<file path="src/rtl/sws_pkg.sv">
package sws_pkg;
  typedef enum logic [2:0] {
    ST_IDLE = 3'd0,
    ST_FADR = 3'd1,
    ST_FDAT = 3'd2,
    ST_HOLD = 3'd3,
    ST_WADR = 3'd4,
    ST_WDAT = 3'd5
  } seq_state_t;
endpackage

</file>
<file path="src/rtl/sws_snoop_tracker.sv">
module sws_snoop_tracker #(
  parameter int AW       = 32,
  parameter int LINE_OFF = 4,
  localparam int LW      = AW - LINE_OFF
) (
  input  logic          clk,
  input  logic          rst_n,
  input  logic          snoop_strobe_n,
  input  logic          addr_hold,
  input  logic [AW-1:0] snoop_addr,
  input  logic          snoop_inval,
  input  logic          lk_modified,
  input  logic          wb_done,
  output logic [LW-1:0] lk_line,
  output logic          wb_pend,
  output logic          snoop_mod_n,
  output logic [AW-1:0] wb_addr,
  output logic          upd_valid,
  output logic          upd_inval,
  output logic [LW-1:0] upd_line
);
  logic [LW-1:0] line_q;
  logic          inv_q;
  logic          take_hit;

  assign lk_line  = snoop_addr[AW-1:LINE_OFF];
  assign take_hit = !wb_pend && !snoop_strobe_n && addr_hold && lk_modified;
  assign wb_addr  = {line_q, {LINE_OFF{1'b0}}};

  always_ff @(posedge clk or negedge rst_n) begin
    if (!rst_n) begin
      wb_pend     <= 1'b0;
      snoop_mod_n <= 1'b1;
      line_q      <= '0;
      inv_q       <= 1'b0;
      upd_valid   <= 1'b0;
      upd_inval   <= 1'b0;
      upd_line    <= '0;
    end else begin
      upd_valid <= 1'b0;
      if (wb_done) begin
        wb_pend     <= 1'b0;
        snoop_mod_n <= 1'b1;
        upd_valid   <= 1'b1;
        upd_inval   <= inv_q;
        upd_line    <= line_q;
      end else if (take_hit) begin
        wb_pend     <= 1'b1;
        snoop_mod_n <= 1'b0;
        line_q      <= lk_line;
        inv_q       <= snoop_inval;
      end
    end
  end

  assert_hitm_on_mod_hit_R4: assert property (@(posedge clk) disable iff (!rst_n)
    (!wb_pend && !snoop_strobe_n && addr_hold && lk_modified) |=> !snoop_mod_n);

  assert_upd_single_R9: assert property (@(posedge clk) disable iff (!rst_n)
    upd_valid |=> !upd_valid);
endmodule

</file>
<file path="src/rtl/sws_beat_counter.sv">
module sws_beat_counter #(
  parameter int BEATS = 4,
  localparam int CW   = $clog2(BEATS + 1)
) (
  input  logic clk,
  input  logic rst_n,
  input  logic in_data,
  input  logic xfer_rdy_n,
  input  logic xfer_last_n,
  output logic burst_end
);
  logic [CW-1:0] cnt_q;

  assign burst_end = in_data && !xfer_rdy_n && !xfer_last_n;

  always_ff @(posedge clk or negedge rst_n) begin
    if (!rst_n)                   cnt_q <= '0;
    else if (!in_data)            cnt_q <= '0;
    else if (!xfer_rdy_n)         cnt_q <= cnt_q + 1'b1;
  end

  assert_burst_len_R7: assert property (@(posedge clk) disable iff (!rst_n)
    burst_end |-> (cnt_q == CW'(BEATS - 1)));
endmodule

</file>
<file path="src/rtl/sws_bus_fsm.sv">
module sws_bus_fsm
  import sws_pkg::*;
#(
  parameter int AW = 32
) (
  input  logic          clk,
  input  logic          rst_n,
  input  logic          req_valid,
  input  logic [AW-1:0] req_addr,
  output logic          req_ready,
  input  logic          backoff_n,
  input  logic          addr_hold,
  input  logic          wb_pend,
  input  logic [AW-1:0] wb_addr,
  input  logic          burst_end,
  output seq_state_t    state,
  output logic          in_data,
  output logic          wb_done,
  output logic          fill_done,
  output logic          bus_start_n,
  output logic          bus_write,
  output logic [AW-1:0] bus_addr
);
  seq_state_t    st_q, st_nx;
  logic [AW-1:0] fill_addr_q;
  logic          replay_q;
  logic          released, take_req, set_replay, clr_replay, fill_end;

  assign released  = backoff_n && !addr_hold;
  assign req_ready = (st_q == ST_IDLE) && released && !wb_pend;
  assign state     = st_q;
  assign in_data   = (st_q == ST_FDAT) || (st_q == ST_WDAT);

  always_comb begin
    st_nx      = st_q;
    take_req   = 1'b0;
    set_replay = 1'b0;
    clr_replay = 1'b0;
    wb_done    = 1'b0;
    fill_end   = 1'b0;
    unique case (st_q)
      ST_IDLE: begin
        if (wb_pend && released) st_nx = ST_WADR;
        else if (req_valid && req_ready) begin
          st_nx    = ST_FADR;
          take_req = 1'b1;
        end
      end
      ST_FADR: begin
        if (!backoff_n) begin
          st_nx      = ST_HOLD;
          set_replay = 1'b1;
        end else st_nx = ST_FDAT;
      end
      ST_FDAT: begin
        if (!backoff_n) begin
          st_nx      = ST_HOLD;
          set_replay = 1'b1;
        end else if (burst_end) begin
          st_nx    = ST_IDLE;
          fill_end = 1'b1;
        end
      end
      ST_HOLD: begin
        if (released) begin
          if (wb_pend) st_nx = ST_WADR;
          else if (replay_q) begin
            st_nx      = ST_FADR;
            clr_replay = 1'b1;
          end else st_nx = ST_IDLE;
        end
      end
      ST_WADR: begin
        if (!backoff_n) st_nx = ST_HOLD;
        else            st_nx = ST_WDAT;
      end
      ST_WDAT: begin
        if (!backoff_n) st_nx = ST_HOLD;
        else if (burst_end) begin
          wb_done = 1'b1;
          if (replay_q) begin
            st_nx      = ST_FADR;
            clr_replay = 1'b1;
          end else st_nx = ST_IDLE;
        end
      end
      default: st_nx = ST_IDLE;
    endcase
  end

  always_ff @(posedge clk or negedge rst_n) begin
    if (!rst_n) begin
      st_q        <= ST_IDLE;
      fill_addr_q <= '0;
      replay_q    <= 1'b0;
      fill_done   <= 1'b0;
      bus_addr    <= '0;
    end else begin
      st_q      <= st_nx;
      fill_done <= fill_end;
      if (take_req)        fill_addr_q <= req_addr;
      if (set_replay)      replay_q    <= 1'b1;
      else if (clr_replay) replay_q    <= 1'b0;
      if (st_nx == ST_WADR)      bus_addr <= wb_addr;
      else if (st_nx == ST_FADR) bus_addr <= take_req ? req_addr : fill_addr_q;
    end
  end

  assign bus_start_n = !((st_q == ST_FADR) || (st_q == ST_WADR));
  assign bus_write   = (st_q == ST_WADR) || (st_q == ST_WDAT);

  assert_wb_after_release_R6: assert property (@(posedge clk) disable iff (!rst_n)
    (st_q == ST_WADR) |-> ($past(backoff_n) && !$past(addr_hold)));

  assert_no_start_in_backoff_R5: assert property (@(posedge clk) disable iff (!rst_n)
    !backoff_n |=> bus_start_n);

  assert_ready_blocked_R3: assert property (@(posedge clk) disable iff (!rst_n)
    (st_q != ST_IDLE) |-> !req_ready);
endmodule

</file>
<file path="src/rtl/snoop_wb_sequencer.sv">
module snoop_wb_sequencer
  import sws_pkg::*;
#(
  parameter int AW       = 32,
  parameter int LINE_OFF = 4,
  parameter int BEATS    = 4,
  localparam int LW      = AW - LINE_OFF
) (
  input  logic          clk,
  input  logic          rst_n,
  input  logic          req_valid,
  output logic          req_ready,
  input  logic [AW-1:0] req_addr,
  output logic          fill_done,
  output logic          bus_start_n,
  output logic          bus_write,
  output logic [AW-1:0] bus_addr,
  output logic          snoop_mod_n,
  input  logic          backoff_n,
  input  logic          addr_hold,
  input  logic          snoop_strobe_n,
  input  logic [AW-1:0] snoop_addr,
  input  logic          snoop_inval,
  input  logic          xfer_rdy_n,
  input  logic          xfer_last_n,
  output logic [LW-1:0] lk_line,
  input  logic          lk_modified,
  output logic          upd_valid,
  output logic          upd_inval,
  output logic [LW-1:0] upd_line
);
  seq_state_t    seq_state;
  logic          wb_pend, wb_done, burst_end, in_data;
  logic [AW-1:0] wb_addr;

  sws_snoop_tracker #(.AW(AW), .LINE_OFF(LINE_OFF)) u_snoop (
    .clk, .rst_n, .snoop_strobe_n, .addr_hold, .snoop_addr, .snoop_inval,
    .lk_modified, .wb_done, .lk_line, .wb_pend, .snoop_mod_n, .wb_addr,
    .upd_valid, .upd_inval, .upd_line
  );

  sws_beat_counter #(.BEATS(BEATS)) u_beats (
    .clk, .rst_n, .in_data, .xfer_rdy_n, .xfer_last_n, .burst_end
  );

  sws_bus_fsm #(.AW(AW)) u_fsm (
    .clk, .rst_n, .req_valid, .req_addr, .req_ready, .backoff_n, .addr_hold,
    .wb_pend, .wb_addr, .burst_end, .state(seq_state), .in_data, .wb_done,
    .fill_done, .bus_start_n, .bus_write, .bus_addr
  );

  assert_mod_released_at_replay_R8: assert property (@(posedge clk) disable iff (!rst_n)
    (seq_state == ST_FADR && $past(seq_state) == ST_WDAT) |-> snoop_mod_n);
endmodule

</file>
<file path="config.mk">
export PLATFORM = sky130hd
export DESIGN_NAME = snoop_wb_sequencer
export DESIGN_NICKNAME = d
export VERILOG_FILES = /design/src/rtl/sws_pkg.sv /design/src/rtl/sws_snoop_tracker.sv /design/src/rtl/sws_beat_counter.sv /design/src/rtl/sws_bus_fsm.sv /design/src/rtl/snoop_wb_sequencer.sv
export SDC_FILE = /design/constraint.sdc
export NUM_CORES = 1
export LEC_CHECK = 0
export BUFFER_PORTS_ARGS = -buffer_cell sky130_fd_sc_hd__buf_2
export CORE_MARGIN = 10
export CORE_UTILIZATION = 27
export CTS_CLUSTER_DIAMETER = 60
export DETAILED_ROUTE_END_ITERATION = 10
export GPL_TIMING_DRIVEN = 0
export HOLD_SLACK_MARGIN = 0.03
export MAX_ROUTING_LAYER = met4
export PLACE_DENSITY = 0.56
export RECOVER_POWER = 50
export SYNTH_ARGS = -nofsm -noshare
export SYNTH_HDL_FRONTEND = slang
export SYNTH_SLANG_ARGS = --single-unit
</file>
<file path="constraint.sdc">
create_clock -name clk -period 2.8 [get_ports clk]
set_input_delay 0.28 -clock clk [delete_from_list [all_inputs] [get_ports clk]]
set_output_delay 0.28 -clock clk [all_outputs]
set_load 0.1 [all_outputs]
</file>
Word-level counts from Yosys, hierarchy flattened
Index checks and enable logic that the tools add are counted.
{"block": "totals", "romBits": 0, "output_inout_bits": 95, "ramBits": 0, "memories": 0, "latch_bits": 0, "input_bits": 74, "register_bits": 130}
{"block": "classes", "n_reduce_logical": 25, "n_shift": 0, "n_bitwise": 1, "n_mul": 0, "mux": 37, "n_eq_ne": 7, "n_lt_le_gt_ge": 0, "div_mod_pow": 0, "addsub": 0}
{"operator": "$mux W32", "n": 3}
{"operator": "$mux W3", "n": 9}
{"operator": "$mux W1", "n": 23}
{"operator": "$pmux W3 S6", "n": 1}
{"operator": "$logic_and A1 B1 Y1", "n": 10}
{"operator": "$eq A3 B3 Y1 const B", "n": 3}
{"operator": "$eq A3 B1 Y1 const B", "n": 2}
{"operator": "$eq A3 B2 Y1 const B", "n": 2}
{"operator": "$logic_not A1 Y1", "n": 6}
{"operator": "$reduce_bool A2 Y1", "n": 3}
{"operator": "$logic_not A3 Y1", "n": 1}
{"operator": "$logic_or A1 B1 Y1", "n": 3}
{"operator": "$pmux W1 S2", "n": 1}
{"operator": "$reduce_and A2 Y1", "n": 1}
{"operator": "$reduce_or A2 Y1", "n": 1}
{"operator": "$not A1 Y1", "n": 1}

Depth between registers and ports, before layout
Gate-level depths: netlist (run 1).
{"block": "depth", "depth_word": 11, "ltp_mapped": 9, "ltp_nobuf": 5}

By module
A second synthesis (run 1) with hierarchy kept.
{"block": "hier_totals", "hier_cells": 424, "hier_area_um2": 5983.2}
{"module": "sws_bus_fsm", "area_each_um2": 3330.7, "cells_each": 259, "n_inst": 1, "seq_area_each_um2": 1726.7}
{"module": "sws_snoop_tracker", "area_each_um2": 2640.0, "cells_each": 164, "n_inst": 1, "seq_area_each_um2": 1527.7}
{"module": "sws_beat_counter", "area_each_um2": 12.5, "cells_each": 1, "n_inst": 1, "seq_area_each_um2": 0.0}

Worst setup path before layout (run 1)
No wires, ideal clock.
{"block": "synth_timing", "path_kind": "reg2reg", "startpoint": "reg u_fsm.st_q[1] (netlist: u_fsm.state[1])", "endpoint": "reg u_snoop.inv_q", "path_stages_with_launch": 8, "arrival_time_ps": 3229, "setup_ps": 125, "required_ps": 2675, "slack_ps": -553, "cell_sequence": "dfrtp_1 > nor2b_1 > nand3_1 > inv_2 > or3_1 > buf_2 > buf_4 > mux2_2"}
{"block": "synth_via", "elab_chain_cells": 9, "elab_cells_between_ends": 10, "classes_between": "2 x eq/ne; 3 x mux; 1 x bitwise; 4 x reduce/logical"}
{"item": "start, declared", "line_no": "sws_bus_fsm.sv:24", "source": "seq_state_t st_q, st_nx;"}
{"item": "start signal, assigned", "line_no": "sws_bus_fsm.sv:99", "source": "st_q <= st_nx;"}
{"item": "$eq A3 B2 Y1 / $eq A3 B3 Y1 (equally long branches)", "line_no": "sws_bus_fsm.sv:32, sws_bus_fsm.sv:41"}
{"item": "$logic_or A1 B1 Y1", "line_no": "sws_bus_fsm.sv:32", "source": "assign in_data = (st_q == ST_FDAT) || (st_q == ST_WDAT);"}
{"item": "$logic_and A1 B1 Y1 (2 in series)", "line_no": "sws_beat_counter.sv:14", "source": "assign burst_end = in_data && !xfer_rdy_n && !xfer_last_n;"}
{"item": "$mux W1", "line_no": "sws_bus_fsm.sv:79", "source": "else if (burst_end) begin"}
{"item": "$mux W1"}
{"item": "$mux W1 *", "line_no": "sws_bus_fsm.sv:41", "source": "unique case (st_q)"}
{"item": "$not A1 Y1 (no line) *"}
{"item": "$reduce_and A2 Y1 (no line) *"}
{"item": "end signal, assigned", "line_no": "sws_snoop_tracker.sv:51", "source": "inv_q <= snoop_inval;"}
{"item": "end, declared", "line_no": "sws_snoop_tracker.sv:23", "source": "logic inv_q;"}
Every way passes the cells marked *; elsewhere a longest branch is shown, timed or not.
A chain may end at the register's enable or synchronous reset.

Final worst setup path (run 1)
{"block": "layout_timing", "startpoint": "reg u_fsm.st_q[2] (netlist: u_fsm.state[2])", "endpoint": "reg u_fsm.bus_addr[19]"}
{"block": "layout_via", "elab_chain_cells": 10, "elab_cells_between_ends": 29, "classes_between": "7 x eq/ne; 14 x mux; 8 x reduce/logical"}
{"item": "parallel branches: the longest is 10 deep, another holds $mux W32"}
{"item": "end signal, assigned", "line_no": "sws_bus_fsm.sv:104", "source": "if (st_nx == ST_WADR) bus_addr <= wb_addr;"}
{"item": "end signal, assigned", "line_no": "sws_bus_fsm.sv:105", "source": "else if (st_nx == ST_FADR) bus_addr <= take_req ? req_addr : fill_addr_q;"}
{"item": "end, declared", "line_no": "sws_bus_fsm.sv:22", "source": "output logic [AW-1:0] bus_addr"}
Parallel ways; which one is timed is not known. The select of a mux whose other input is x is not followed.

==> impl_metrics.py, run 1 <==
metrics = {
    "clock_tree": {
        "clk_root_buffer_cell": "clkbuf_16",
        "cts_tree": "done",
        "cts_sinks": 130,
        "clk_latency_ns": 0.41,
        "clkSlewWorstSetupHoldPaths_ns": 0.06,
        "cts_max_path_buffers": 2,
        "cts_inserted_buffers": 17,
        "h-tree-depth": 4,
    },
    "floorplanning": {
        "core_area_mm2": 0.02030,
        "start_util_pct": 27.46,
        "die-area_mm2": 0.02679,
        "io_pins": 169,
        "rows": 52,
        "die_height_um": 163.7,
        "die_w_um": 163.7,
    },
    "grt": {
        "track_usage_pct": 12.58,
        "grt_pass1_vias": 4376,
        "gr-total-overflow": 0,
        "antenna_found_initial": 1,
        "grt_max_degree": 73,
        "grt_pass1_wl_um": 25280,
    },
    "place": {
        "routabilityCongestion": 0.8086,
        "place_area_mm2": 0.006769,
        "place_ws_ns": 0.07511,
        "place_inst": 909,
        "portBuffers": 164,
        "place_hpwl_um": 11780,
    },
    "synthesis": {
        "yosys_warnings": 0,
        "avgSynthCellArea_um2": 11.76,
        "ys_types": 40,
        "ys_seq_area_share_pct": 58.38,
        "synthCells": 474,
        "synth_nets": 548,
        "syn_area_mm2": 0.005574,
        "ys_ff_latch": 130,
    },
    "sta": {
        "grt_setup_unrepaired": "false",
        "skew_ns": 0.008320,
        "max_freq_ghz": 0.3946,
        "whs_ns": 0.1100,
        "finalHoldViolCount": 0,
        "period_share_pct": 90.52,
        "worst_slack_ns": 0.2655,
        "finalMaxSlewViolations": 73,
        "tightest_slew_ns": 1.862,
        "finalSetupViolCount": 0,
        "fin_crit_ns": 2.535,
        "slew_headroom_pct": -24.13,
    },
    "routing": {
        "vias": 4073,
        "drt_iter0_markers": 213,
        "ant_nets": 0,
        "routedWlPerCell_um": 17.19,
        "drt-vias-per-instance": 4.324,
        "wl_um": 16200,
        "drc": 0,
        "drt_pre_antenna_iters": 4,
    },
    "final_layout": {
        "area_growth_pct": 31.40,
        "nNetsFinal": 733,
        "finish.utilization_pct": 36.08,
        "final_area_mm2": 0.007325,
        "drive_above_1_share_pct": 39.64,
        "final_cells": 942,
        "nFillCells": 2124,
    },
    "worst_hold_path": {
        "hold_class": "primary input to register",
    },
    "setup_path": {
        "startpoint_type": "register",
        "critical_path.max_fanout": 10,
        "endpoint_kind": "register",
        "arrival_ns": 2.86,
        "critPathKind": "register to register",
        "required_ns": 3.13,
    },
    "pwr": {
        "vdd_ir_drop_max_mv": 0.5296,
        "powerDensity_mw_per_mm2": 1203,
        "p_leak_nw": 3.919,
    },
    "flow_run": {
        "maxCapViolCount": 1,
    },
    "run_status": {
        "status": "complete, but fails checks",
        "violations": "capacitance limit, slew limit",
    },
}
==> power by group <==
group	leakage [nW]	switching, mW	internal [mW]
combinational	1.89	3.06	0.849
clock	0.295	0.813	1.53
sequential	1.73	0.244	2.32
total	3.92	4.12	4.70
==> critical path: stages (launching register included) <==
cell      delay, ns
dfrtp_1        0.37
clkbuf_1       0.21
or4_1          0.55
clkbuf_1       0.22
o221ai_1       0.31
clkbuf_1       0.55
nor3_1         0.10
a21oi_1        0.14
==> cell type report <==
type / count / area [um2] / area share (%)
flip-flops and latches: 130 / 3254 / 44.43
multi-input cells: 282 / 1938 / 26.46
repair buffers: 166 / 785.8 / 10.73
clock buffers: 21 / 460.4 / 6.286
plain buffers: 57 / 369.1 / 5.039
well taps: 270 / 337.8 / 4.612
clock inverters: 10 / 157.7 / 2.152
inverters: 5 / 18.77 / 0.2562
diodes: 1 / 2.502 / 0.03416
==> sequential cells by signal, summed over array words and instances, names as in the netlist <==
| name | count |
|---|---|
| u_fsm.replay_q | 1 |
| u_snoop.snoop_mod_n | 1 |
| u_fsm.fill_addr_q | 32 |
| u_fsm.bus_addr | 32 |
| u_fsm.fill_done | 1 |
| u_fsm.state | 3 |
| u_snoop.upd_valid | 1 |
| u_snoop.upd_inval | 1 |
| u_snoop.line_q | 28 |
| u_snoop.upd_line | 28 |
| u_snoop.wb_pend | 1 |
| u_snoop.inv_q | 1 |
==> layer usage <==
layer | GRT usage [%] | vias up | wire [um]
met5 | - | - | 0
met4 | 3.777 | 0 | 188
met3 | 3.121 | 10 | 729
met2 | 19.55 | 103 | 7734
met1 | 15.88 | 2002 | 7543
li1 | - | 1958 | -
==> cell usage after synthesis <==
cell / instances / area (um2)
a21bo_2: 4 / 40.04
a21boi_0: 1 / 7.510
or3_1: 1 / 6.260
and2_1: 1 / 6.260
o311ai_0: 1 / 8.760
and3_1: 1 / 6.260
xor2_1: 2 / 17.52
or2_1: 1 / 6.260
buf_4: 30 / 225.2
or4_1: 1 / 7.510
nand2b_1: 1 / 6.260
nor2b_1: 1 / 6.260
nor3_1: 29 / 145.1
nand2_1: 91 / 341.6
a211oi_1: 1 / 7.510
nand3b_1: 1 / 7.510
dfstp_2: 1 / 26.28
nor2_1: 3 / 11.26
o221ai_1: 1 / 8.760
or4b_1: 1 / 10.01
mux2i_1: 28 / 280.3
nor4b_1: 2 / 17.52
nand3_1: 3 / 15.01
buf_6: 4 / 45.04
or3b_2: 2 / 17.52
or2_2: 1 / 6.260
buf_2: 11 / 55.05
o211ai_1: 4 / 30.03
clkbuf_1: 11 / 41.29
a21oi_1: 30 / 150.1
inv_2: 1 / 3.750
o21ai_0: 4 / 20.02
mux2_2: 61 / 686.9
buf_1: 1 / 3.750
a32o_1: 2 / 20.02
dfrtp_1: 129 / 3228
inv_1: 4 / 15.01
nor3b_1: 1 / 7.510
or3b_1: 1 / 8.760
a211oi_4: 1 / 20.02
==> cells in the final DEF (no fill, tap or decap), types with 2 or more instances in the layout <==
cell        count
bufinv_16       4
nand2_1        91
a21oi_1        30
buf_2         128
o21ai_0         4
clkinvlp_4      3
mux2_2         61
clkbuf_16      17
buf_4          30
clkbuf_8        2
a21bo_2         4
xor2_1          2
a32o_1          2
mux2i_1        28
nor3_1         29
or3b_2          2
clkinv_2        3
clkbuf_1       59
nand3_1         3
nor2_1          3
dfrtp_1       129
nor4b_1         2
o211ai_1        4
buf_6           5
inv_1           4
==> cells by family after synthesis <==
logic type,count (synthesis),share of synthesized area (%)
buffers and inverters,62,6.981
multiplexers,89,17.35
AND/OR/NAND/NOR,142,11.36
flip-flops,130,58.38
AO/OA/AOI/OAI,49,5.612
XOR/XNOR,2,0.3143
==> through the flow <==
stage               setup TNS, ns  power [mW]
finish                          0       8.813
detailed placement              0       6.575
floorplan                       0       5.706
global route                    0       9.282
CTS                             0       8.955
global placement           -60.30       6.534
==> final timing paths <==
check                                          from                    to  slack (ns)  cells after the start
worst max register to register       u_fsm.state[2]    u_fsm.bus_addr[19]        0.27                      7
min in group asynchronous                     rst_n  u_snoop.upd_line[20]        0.90                      2
worst min-delay path                    snoop_inval         u_snoop.inv_q        0.11                      2
worst max-delay path                 u_fsm.state[2]    u_fsm.bus_addr[19]        0.27                      7
worst min register to register  u_snoop.upd_line[1]   u_snoop.upd_line[1]        0.47                      2
max in group asynchronous                     rst_n  u_fsm.fill_addr_q[7]        0.55                      3
==> timing repair <==
action / CTS / global route
endpoints found under the hold margin: 70 / 0
setup endpoints to repair: 0 / 10
gates resized for setup: 0 / 1
buffers inserted: 0 / 0
hold buffers: 1 / 0
Power figures use the tool's default switching activity.
==> run 2, diff against run 1 <==
--- a/config.mk
+++ b/config.mk
@@ -5,6 +5,7 @@
 export SDC_FILE = /design/constraint.sdc
 export NUM_CORES = 1
 export LEC_CHECK = 0
+export ABC_AREA = 1
 export BUFFER_PORTS_ARGS = -buffer_cell sky130_fd_sc_hd__buf_2
 export CORE_MARGIN = 10
 export CORE_UTILIZATION = 27
@@ -13,7 +14,6 @@
 export GPL_TIMING_DRIVEN = 0
 export HOLD_SLACK_MARGIN = 0.03
 export MAX_ROUTING_LAYER = met4
-export PLACE_DENSITY = 0.56
 export RECOVER_POWER = 50
 export SYNTH_ARGS = -nofsm -noshare
 export SYNTH_HDL_FRONTEND = slang
==> impl_metrics.py, run 2 <==
metrics = {
    "routing": {
        "drt_iter0_markers": 318,
        "routedWlPerCell_um": 15.56,
        "drt_pre_antenna_iters": 4,
        "ant_nets": 0,
        "vias": 4958,
        "drc": 0,
        "drt-vias-per-instance": 4.285,
        "wl_um": 18010,
    },
    "place": {
        "place_area_mm2": 0.007212,
        "place_ws_ns": 0.3586,
        "place_hpwl_um": 13290,
        "routabilityCongestion": 0.7454,
        "place_inst": 1128,
        "portBuffers": 163,
    },
    "sta": {
        "skew_ns": 0.004917,
        "max_freq_ghz": 0.4064,
        "worst_slack_ns": 0.3392,
        "fin_crit_ns": 2.461,
        "slew_headroom_pct": -7.689,
        "finalMaxSlewViolations": 64,
        "grt_setup_unrepaired": "false",
        "finalHoldViolCount": 0,
        "tightest_slew_ns": 1.615,
        "period_share_pct": 87.89,
        "finalSetupViolCount": 0,
    },
    "floorplanning": {
        "start_util_pct": 27.46,
        "core_area_mm2": 0.02189,
        "die_w_um": 169.2,
        "die_height_um": 169.2,
        "die-area_mm2": 0.02864,
        "rows": 54,
        "io_pins": 169,
    },
    "grt": {
        "track_usage_pct": 13.11,
        "grt_max_degree": 69,
        "grt_pass1_vias": 5199,
        "antenna_found_initial": 0,
        "gr-total-overflow": 0,
        "grt_pass1_wl_um": 28800,
    },
    "worst_hold_path": {
        "hold_class": "primary input to register",
    },
    "clock_tree": {
        "cts_tree": "done",
        "cts_setup_buffers": 0,
        "cts_resized": 0,
        "clkSlewWorstSetupHoldPaths_ns": 0.05,
        "clk_root_buffer_cell": "clkbuf_16",
        "h-tree-depth": 4,
        "cts_sinks": 130,
        "cts_max_path_buffers": 2,
        "cts_inserted_buffers": 17,
        "clk_latency_ns": 0.41,
        "ctsHoldBuffers": 1,
    },
    "synthesis": {
        "ys_ff_latch": 130,
        "synth-edff-count": 0,
        "synthCells": 684,
        "syn_area_mm2": 0.006012,
        "yosysTopAreaCell": "dfrtp_1",
        "yosys_most_used_dff": "dfrtp_1",
        "ys_types": 24,
        "synth.top_cells.by_area": "dfrtp_1 54%, nand2_1 16%, nand3_1 5.9%",
        "synth_nets": 758,
        "avgSynthCellArea_um2": 8.789,
        "synth_common_cells": "250 x nand2_1, 129 x dfrtp_1, 71 x nand3_1",
        "synth_top_cell_area_share_pct": 53.69,
        "async_flop_share_pct": 100.0,
        "yosys_warnings": 0,
        "synth_most_common_cell": "nand2_1",
        "ys_seq_area_share_pct": 54.13,
    },
    "setup_path": {
        "endpoint_kind": "output pin",
        "arrival_ns": 2.18,
        "startpoint_type": "register",
        "critPathKind": "register to output pin",
        "required_ns": 2.52,
        "critical_path.max_fanout": 10,
    },
    "final_layout": {
        "register_area_mm2": 0.003254,
        "final_common_cell": "nand2_1",
        "final_area_mm2": 0.007675,
        "layout_common_cells": "251 x nand2_1, 129 x dfrtp_1, 127 x buf_2, 71 x nand3_1, 58 x clkbuf_1",
        "nFillCells": 2351,
        "antenna_cells": 0,
        "multiInputGateArea_mm2": 0.002202,
        "final_cells": 1157,
        "area_growth_pct": 27.66,
        "drive_above_1_share_pct": 25.43,
        "nNetsFinal": 942,
        "top_regs": "u_fsm.bus_addr: 32 flops, u_fsm.fill_addr_q: 32 flops",
    },
    "pwr": {
        "p_total_mw": 10.80,
        "powerDensity_mw_per_mm2": 1408,
        "p_leak_nw": 4.091,
        "switching_share_pct": 52.46,
        "p_comb_share_pct": 52.0,
        "p_int_mw": 5.136,
        "p_sw_mw": 5.669,
        "seq_power_share_pct": 28.6,
        "vdd_ir_drop_max_mv": 0.4768,
        "power.share.clock_pct": 19.3,
    },
    "flow_run": {
        "maxCapViolCount": 1,
    },
    "run_status": {
        "status": "complete, but fails checks",
        "violations": "capacitance limit, slew limit",
    },
}
[run 2: cell families (layout without fill, tap and decap cells)]
| group | count (synthesis) | in the layout | share of synthesized area [%] |
|---|---|---|---|
| AOI/OAI and AO/OA | 17 | 17 | 1.457 |
| buffers and inverters | 107 | 300 | 9.115 |
| DFF | 130 | 130 | 54.13 |
| muxes | 24 | 24 | 4.495 |
| and+or+nand+nor | 406 | 406 | 30.80 |
[run 2: area by class of cell]
cell class | count | area share (%)
buffer | 59 | 4.793
clock buffer | 21 | 5.869
clock inverter | 7 | 1.141
inverter | 48 | 2.348
multi-input combinational | 447 | 28.69
sequential | 130 | 42.40
tap | 280 | 4.565
timing repair buffer | 165 | 10.19
[run 2: critical path, cell delays in order (launching register included)]
cell and delay, ns:
dfrtp_1 0.43, nor2_1 0.18, nand2_2 0.09, nor3_4 0.33, buf_2 0.29, buf_2 0.46
[run 2: power groups by stage]
stage / Sequential, mW / Combinational (mW) / Clock, mW
after floorplan: 5.65 / 2.02 / 0
after global placement: 3.10 / 5.69 / 0
after detailed placement: 3.13 / 5.74 / 0
after CTS: 3.10 / 5.75 / 2.16
after global routing: 3.20 / 6.08 / 2.25
final: 3.09 / 5.62 / 2.09
[run 2: worst paths after layout]
kind	from	endpoint	slack, ns	depth (start not counted)
min in group asynchronous	rst_n	u_fsm.fill_done	0.81	2
worst max register to register	u_fsm.state[1]	u_snoop.line_q[17]	0.45	7
max in group asynchronous	rst_n	u_fsm.bus_addr[12]	0.62	3
worst min-delay path	snoop_addr[13]	u_snoop.line_q[9]	0.12	2
worst max-delay path	u_fsm.state[0]	req_ready	0.34	5
worst min register to register	u_snoop.upd_line[24]	u_snoop.upd_line[24]	0.46	2
[run 2: stage by stage]
stage               util (%)  TNS, ns  hold slack (ns)
floorplan                  -        0         -0.01559
detailed placement     32.94        0           0.3191
finish                 35.06        0           0.1175
global placement       32.79   -61.89           0.4510
global route           35.06        0          0.09513
CTS                    35.45        0          0.09377
[run 2: per-layer routing]
metal	vias up	track usage [%]	share of wire, %
met5	-	-	0
met4	0	3.565	0.91
met3	12	4.145	5.8
met2	120	20.50	47
met1	2334	16.04	46
li1	2492	-	-
